===== config.mk =====
export PLATFORM = sky130hd
export DESIGN_NAME = uart_tx_framer
export DESIGN_NICKNAME = d
export VERILOG_FILES = /design/src/rtl/uart_tx_framer.sv
export SDC_FILE = /design/constraint.sdc
export NUM_CORES = 1
export LEC_CHECK = 0
export CAP_MARGIN = 25
export CORE_ASPECT_RATIO = 0.8
export CORE_MARGIN = 1
export CORE_UTILIZATION = 49
export DETAILED_ROUTE_END_ITERATION = 10
export PLACE_DENSITY = 0.76
export SYNTH_ARGS = -nofsm -noshare
export SYNTH_HDL_FRONTEND = slang
export SYNTH_SLANG_ARGS = --single-unit
export TNS_END_PERCENT = 100

===== constraint.sdc =====
create_clock -name clk -period 3.6 [get_ports clk]
set_input_delay 0.36 -clock clk [delete_from_list [all_inputs] [get_ports clk]]
set_output_delay 0.36 -clock clk [all_outputs]
set_load 0.01 [all_outputs]

===== src/rtl/uart_tx_framer.sv =====
module uart_tx_framer #(
  parameter int OSR = 16
) (
  input  logic       clk,
  input  logic       rst_n,
  input  logic       tick,
  input  logic       in_valid,
  input  logic [7:0] in_data,
  output logic       in_ready,
  input  logic       uart_en,
  input  logic       tx_en,
  input  logic       cts,
  input  logic       cts_flow_en,
  input  logic [1:0] wlen,
  input  logic       par_en,
  input  logic       even_sel,
  input  logic       stick_par,
  input  logic       two_stop,
  input  logic       send_break,
  output logic       txd,
  output logic       busy
);
  localparam int CW = (OSR > 1) ? $clog2(OSR) : 1;
  localparam logic [CW-1:0] SUB_LAST = CW'(OSR - 1);

  typedef enum logic [2:0] {
    S_IDLE, S_START, S_DATA, S_PAR, S_STOP1, S_STOP2
  } st_t;

  st_t           st;
  logic [CW-1:0] sub;
  logic [2:0]    bidx;
  logic [2:0]    last_idx;
  logic [7:0]    shr;
  logic          par_on, par_val, stop2;

  logic       can_start, accept, bit_end;
  logic [7:0] mask;
  logic       ones_odd, par_next;

  assign can_start = uart_en && tx_en && !send_break && (!cts_flow_en || cts);
  assign in_ready  = (st == S_IDLE) && can_start;
  assign accept    = in_valid && in_ready;
  assign bit_end   = tick && (sub == SUB_LAST);
  assign busy      = (st != S_IDLE);

  always_comb begin
    case (wlen)
      2'b00:   mask = 8'h1F;
      2'b01:   mask = 8'h3F;
      2'b10:   mask = 8'h7F;
      default: mask = 8'hFF;
    endcase
  end

  assign ones_odd = ^(in_data & mask);
  assign par_next = stick_par ? ~even_sel : (even_sel ? ones_odd : ~ones_odd);

  always_ff @(posedge clk or negedge rst_n) begin
    if (!rst_n) begin
      st       <= S_IDLE;
      sub      <= '0;
      bidx     <= '0;
      last_idx <= 3'd7;
      shr      <= '0;
      par_on   <= 1'b0;
      par_val  <= 1'b0;
      stop2    <= 1'b0;
    end else if (st == S_IDLE) begin
      if (accept) begin
        st       <= S_START;
        sub      <= '0;
        bidx     <= '0;
        last_idx <= {1'b1, wlen};
        shr      <= in_data & mask;
        par_on   <= par_en;
        par_val  <= par_next;
        stop2    <= two_stop;
      end
    end else if (tick) begin
      if (!bit_end) begin
        sub <= sub + 1'b1;
      end else begin
        sub <= '0;
        case (st)
          S_START: st <= S_DATA;
          S_DATA: begin
            shr <= {1'b0, shr[7:1]};
            if (bidx == last_idx) st <= par_on ? S_PAR : S_STOP1;
            else bidx <= bidx + 1'b1;
          end
          S_PAR:   st <= S_STOP1;
          S_STOP1: st <= stop2 ? S_STOP2 : S_IDLE;
          default: st <= S_IDLE;
        endcase
      end
    end
  end

  always_comb begin
    case (st)
      S_IDLE:  txd = ~send_break;
      S_START: txd = 1'b0;
      S_DATA:  txd = shr[0];
      S_PAR:   txd = par_val;
      default: txd = 1'b1;
    endcase
  end
endmodule



==> impl_metrics.json, run 1 <==
{
  "status": "complete, no violations",
  "synthCells": 148,
  "die_w_um": 60.2,
  "cp-start-kind": "flip-flop",
  "setup_tns_ps": 0,
  "worst_slew_pin_slew_ps": 971,
  "wl_met1_um": 1250,
  "synth-async-reset-ratio": 1.00,
  "slowest_delay_ps": 630,
  "cellPowerDensity_nw_per_um2": 549,
  "rows": 16,
  "vias_per_cell": 5.57,
  "ys_warn_count": 0,
  "routed_wl_um": 2800,
  "fmax_mhz": 393,
  "gp_congestion": 0.797,
  "relSlewSlack": 0.351,
  "dr.pass1.iters": 5,
  "yosysSeqAreaShare": 0.435,
  "grt_pass1_vias": 1142,
  "worstPathCellList": "nor3_2, buf_4, inv_1, clkdlybuf4s50_1",
  "postCtsSetupBuffers": 0,
  "syn_nets": 173,
  "crit_buf_inv": 3,
  "die_area_um2": 2920,
  "critPathTopFamily": "buffers and inverters",
  "fin_ws_ps": 1060,
  "hold_viol": 0,
  "cts.sinks": 23,
  "ys_ff_latch": 23,
  "worst-endpoint-required_ps": 3240,
  "dr.first_iter.drc_count": 58,
  "coreArea_um2": 2500,
  "grt.overflow.total": 0,
  "rsz0062_at_grt": "false",
  "grt_pass1_wl_um": 4820,
  "design_area_um2": 1650,
  "dpl_cell_area_um2": 1590,
  "dp_cells": 204,
  "numCtsBuffers": 3,
  "cpMaxStageDelayCell": "clkdlybuf4s50_1",
  "hold_class": "input port to asynchronous set/reset pin",
  "vias": 1165,
  "drive_above_1_share": 0.0809,
  "num_antenna_cells": 0,
  "fin_util": 0.658,
  "fin_crit_sh": 0.706,
  "routedWlPerCell_um": 13.4,
  "cts_max_path_buffers": 2,
  "cp_max_fo": 15,
  "syn_area_um2": 1330,
  "fin_skew_ps": 9.54,
  "cap_violations": 0,
  "hold_slack_ps": 344,
  "synth.distinct_cells": 39,
  "hpwl_um": 2090,
  "io_buffers": 25,
  "area_growth_pct": 23.9,
  "end_kind": "primary output",
  "maxUsedRoutingLayer": "met4",
  "finalPower_mw": 0.904,
  "clk_pin_slew_worst_paths_ps": 130,
  "cts-root-buf": "clkbuf_4",
  "drc": 0,
  "met2_length_um": 1380,
  "synth_area_per_cell_um2": 8.97,
  "final-setup-viol-count": 0,
  "globalRouteTotalUtil": 0.216,
  "nFillCells": 235,
  "synth-edff-count": 0,
  "hold_buffers": 0,
  "critPathKind": "flip-flop to primary output",
  "peakVddDrop_mv": 0.305,
  "initial_core_util": 0.530,
  "die_h_um": 48.6,
  "h-tree-depth": 1,
  "r2r_slack_ps": 1580,
  "post_cts.resized_instances": 0,
  "nets": 199,
  "dpl_worst_slack_ps": 1200,
  "antenna_found_initial": 0,
  "period_needed_ps": 2540,
  "ios": 26,
  "leakage_nw": 0.694,
  "tritoncts": "built",
  "slew_violations": 0,
  "grt_max_degree": 24,
  "arrival_ps": 2180,
  "worstSkewPairLatency_ps": 310,
  "routed-wl-met3_um": 133,
  "instances_no_fill": 209,
  "final_antenna_net_count": 0,
  "synthFlopType": "dfrtp_1"
}
-- power by group --
group          total [mW]  internal, mW  switching [mW]
registers           0.428         0.356          0.0726
clock network       0.119        0.0432          0.0760
logic               0.356         0.168           0.188
-- cells in the final DEF, fill, tap and decap left out, types with 2 or more instances in the layout --
| cell | Yosys | routed |
|---|---|---|
| a31oi_1 | 7 | 7 |
| ha_1 | 2 | 2 |
| dfrtp_1 | 21 | 21 |
| and3b_1 | 2 | 2 |
| and3_1 | 2 | 2 |
| nand4_1 | 4 | 4 |
| dfstp_2 | 2 | 2 |
| xnor2_1 | 5 | 5 |
| clkdlybuf4s50_1 | 0 | 25 |
| a32o_1 | 2 | 2 |
| nand2_1 | 28 | 28 |
| o31ai_1 | 3 | 3 |
| clkbuf_4 | 0 | 3 |
| inv_1 | 5 | 5 |
| o21ai_0 | 10 | 10 |
| a21oi_1 | 6 | 6 |
| nand3_1 | 5 | 5 |
| o21a_1 | 2 | 2 |
| mux2_2 | 2 | 2 |
| nor2_1 | 15 | 15 |
| nor3_1 | 3 | 3 |
-- cell type report --
cell class | instances | area, um2 | area share
Timing Repair Buffer | 27 | 285 | 0.173
Clock buffer | 4 | 26.3 | 0.0160
Multi-Input combinational cell | 114 | 692 | 0.421
Tap cell | 36 | 45.0 | 0.0274
Inverter | 5 | 18.8 | 0.0114
Sequential cell | 23 | 578 | 0.351
-- sequential cells by signal (all words and copies together), names as in the netlist --
name and count:
par_val 1, par_on 1, bidx 3, sub 4, stop2 1, shr 8
st 3, last_idx 2
-- path summary, 6_finish.rpt --
| check | start | end | depth (start not counted) |
|---|---|---|---|
| worst max register to register | sub[0]$_DFFE_PN0P_ | shr[1]$_DFFE_PN0P_ | 6 |
| max in group asynchronous | rst_n | last_idx[0]$_DFFE_PN1P_ | 2 |
| min in group clk | last_idx[0]$_DFFE_PN1P_ | last_idx[0]$_DFFE_PN1P_ | 2 |
| worst max-delay path | st[0]$_DFFE_PN0P_ | busy | 4 |
| worst min-delay path | rst_n | sub[2]$_DFFE_PN0P_ | 1 |
| worst min register to register | last_idx[0]$_DFFE_PN1P_ | last_idx[0]$_DFFE_PN1P_ | 2 |
-- cells by family after synthesis --
kind of cell             synth area share
multiplexers                       0.0245
AND/OR/NAND/NOR                     0.227
AO/OA/AOI/OAI                       0.182
buffers and inverters              0.0434
adder cells (fa/ha/maj)            0.0188
flip-flops                          0.435
XOR/XNOR                           0.0688
-- synthesized netlist by cell type, types with 2 or more instances --
| library cell | number | share of area |
|---|---|---|
| a21oi_1 | 6 | 0.023 |
| a31oi_1 | 7 | 0.033 |
| a32o_1 | 2 | 0.015 |
| and3_1 | 2 | 0.0094 |
| and3b_1 | 2 | 0.013 |
| buf_4 | 2 | 0.011 |
| clkbuf_1 | 2 | 0.0057 |
| dfrtp_1 | 21 | 0.40 |
| dfstp_2 | 2 | 0.040 |
| ha_1 | 2 | 0.019 |
| inv_1 | 5 | 0.014 |
| mux2_2 | 2 | 0.017 |
| nand2_1 | 28 | 0.079 |
| nand3_1 | 5 | 0.019 |
| nand4_1 | 4 | 0.019 |
| nor2_1 | 15 | 0.042 |
| nor3_1 | 3 | 0.011 |
| o21a_1 | 2 | 0.011 |
| o21ai_0 | 10 | 0.038 |
| o31ai_1 | 3 | 0.017 |
| xnor2_1 | 5 | 0.033 |
-- worst register-to-register path: cells and delay by family (launching register included) --
kind / cells / cell delay [ps]
AO/OA/AOI/OAI: 2 / 930
flip-flops: 1 / 410
AND/OR/NAND/NOR: 3 / 400
adder cells (fa/ha/maj): 1 / 210
-- metal layers --
metal,vias to the layer above,track usage
li1,573,-
met1,555,0.296
met2,31,0.342
met3,6,0.0508
met4,0,0.0543
met5,-,0
Note: power is estimated with default switching activity, not from simulation.
==> run 2: changes to the inputs <==
- clock period: 3.6 -> 2.65 ns (I/O delays scaled with it)
==> run 2 against run 1 <==
Worst hold slack got worse by 60 ps. Sequential share of layout area increased by 0.27 points. Clock power increased by 38%. Sequential cell count unchanged. Largest power group unchanged. Die area unchanged. Setup slack got worse by 680 ps.
==> impl_metrics.json, run 2 (same netlist as run 1, synthesis figures left out) <==
{
  "dr.pass1.iters": 4,
  "cts.sinks": 23,
  "cellPowerDensity_nw_per_um2": 742,
  "mostFrequentLayoutCells": "nand2_1, clkdlybuf4s50_1, dfrtp_1, nor2_1, o21ai_0",
  "crit_buf_inv": 2,
  "layout_commonest_cell": "nand2_1",
  "rsz0062_at_grt": "false",
  "post_cts.resized_instances": 0,
  "ios": 26,
  "fmax_mhz": 441,
  "slowest_delay_ps": 640,
  "critPathKind": "flip-flop to primary output",
  "regMostFlops": "shr",
  "setup_tns_ps": 0,
  "period_needed_ps": 2270,
  "cp-start-kind": "flip-flop",
  "largest_reg_flops": 8,
  "cpMaxStageDelayCell": "clkdlybuf4s50_1",
  "critPathTopFamily": "buffers and inverters",
  "clk_pin_slew_worst_paths_ps": 130,
  "multi_input_area_um2": 692,
  "peakVddDrop_mv": 0.351,
  "postCtsSetupBuffers": 0,
  "die_area_um2": 2920,
  "rows": 16,
  "hpwl_um": 1990,
  "cts-root-buf": "clkbuf_4",
  "worstSkewPairLatency_ps": 320,
  "power_frac_clock": 0.135,
  "end_kind": "primary output",
  "seqPwrFrac": 0.477,
  "fin_crit_sh": 0.856,
  "cp_max_fo": 15,
  "area_growth_pct": 23.0,
  "io_buffers": 25,
  "grt_pass1_wl_um": 4600,
  "grt_pass1_vias": 1105,
  "relSlewSlack": 0.650,
  "p_sw_frac": 0.366,
  "dpl_worst_slack_ps": 624,
  "cap_violations": 0,
  "hold_class": "input port to asynchronous set/reset pin",
  "nets": 200,
  "vias_per_cell": 5.46,
  "fin_ws_ps": 381,
  "globalRouteTotalUtil": 0.206,
  "worstPathCellList": "nor3_2, inv_1, clkdlybuf4s50_1",
  "coreArea_um2": 2500,
  "worst-endpoint-required_ps": 2380,
  "numCtsBuffers": 3,
  "vias": 1147,
  "status": "complete, no violations",
  "final_antenna_net_count": 0,
  "hold_buffers": 0,
  "hold_viol": 0,
  "tritoncts": "built",
  "drc": 0,
  "dr.first_iter.drc_count": 66,
  "nFillCells": 223,
  "routed_wl_um": 2680,
  "die_h_um": 48.6,
  "ff_latch_area_um2": 578,
  "grt_max_degree": 24,
  "worst_slew_pin_slew_ps": 524,
  "top_regs": "shr: 8 flops, sub: 4 flops",
  "drive_above_1_share": 0.0862,
  "die_w_um": 60.2,
  "fin_skew_ps": 11.1,
  "final-setup-viol-count": 0,
  "arrival_ps": 2000,
  "gp_congestion": 0.834,
  "grt.overflow.total": 0,
  "h-tree-depth": 1,
  "slew_violations": 0,
  "antenna_found_initial": 0,
  "p_switching_mw": 0.444,
  "p_int_mw": 0.768,
  "initial_core_util": 0.530,
  "num_antenna_cells": 0,
  "leakage_nw": 0.692,
  "cts_max_path_buffers": 2,
  "power_frac_comb": 0.388,
  "routedWlPerCell_um": 12.8
}
run 2: cell types whose count changed in the layout (fill, tap and decap cells not counted):
cell	before	now
buf_16	1	0
buf_4	1	3
run 2: layout make-up:
class / instances / area share
clock buffers: 4 / 0.0161
inverters: 5 / 0.0115
multi-input cells: 114 / 0.424
flip-flops and latches: 23 / 0.354
well taps: 36 / 0.0276
repair buffers: 28 / 0.167
run 2: final timing paths:
kind	endpoint	depth (start not counted)	slack, ps	from
worst min register to register	last_idx[1]$_DFFE_PN1P_	2	480	last_idx[1]$_DFFE_PN1P_
worst max-delay path	busy	3	380	st[1]$_DFFE_PN0P_
max in group asynchronous	last_idx[0]$_DFFE_PN1P_	2	2070	rst_n
worst min-delay path	sub[2]$_DFFE_PN0P_	2	280	rst_n
worst max register to register	st[0]$_DFFE_PN0P_	5	850	st[1]$_DFFE_PN0P_
min in group clk	par_on$_DFFE_PN0P_	3	460	par_en
run 2: metrics by stage:
stage          total power [mW]  cell area [um2]  std cells  hold WS [ps]   util
6_report                   1.21             1630        210           283  0.653
5_1_grt                    1.32             1630        210           279  0.653
4_1_cts                    1.22             1630        210           287  0.653
3_5_place_dp               1.06             1610        206           461  0.642
3_3_place_gp               1.04             1610        206           460  0.642
2_1_floorplan             0.913             1330        148         -30.6      -
run 2: per-layer routing:
metal  global-route usage  vias to the layer above  wire, um
li1                     -                      575         -
met1                0.276                      531      1280
met2                0.330                       39      1240
met3               0.0481                        2       155
met4               0.0581                        0        12
met5                    0                        -         0
run 2: power groups by stage:
stage | Combinational [mW] | Sequential [mW] | Clock, mW
global placement | 0.461 | 0.582 | 0
CTS | 0.475 | 0.577 | 0.173
floorplan | 0.366 | 0.547 | 0
detailed placement | 0.472 | 0.586 | 0
global route | 0.536 | 0.595 | 0.189
finish | 0.471 | 0.578 | 0.164
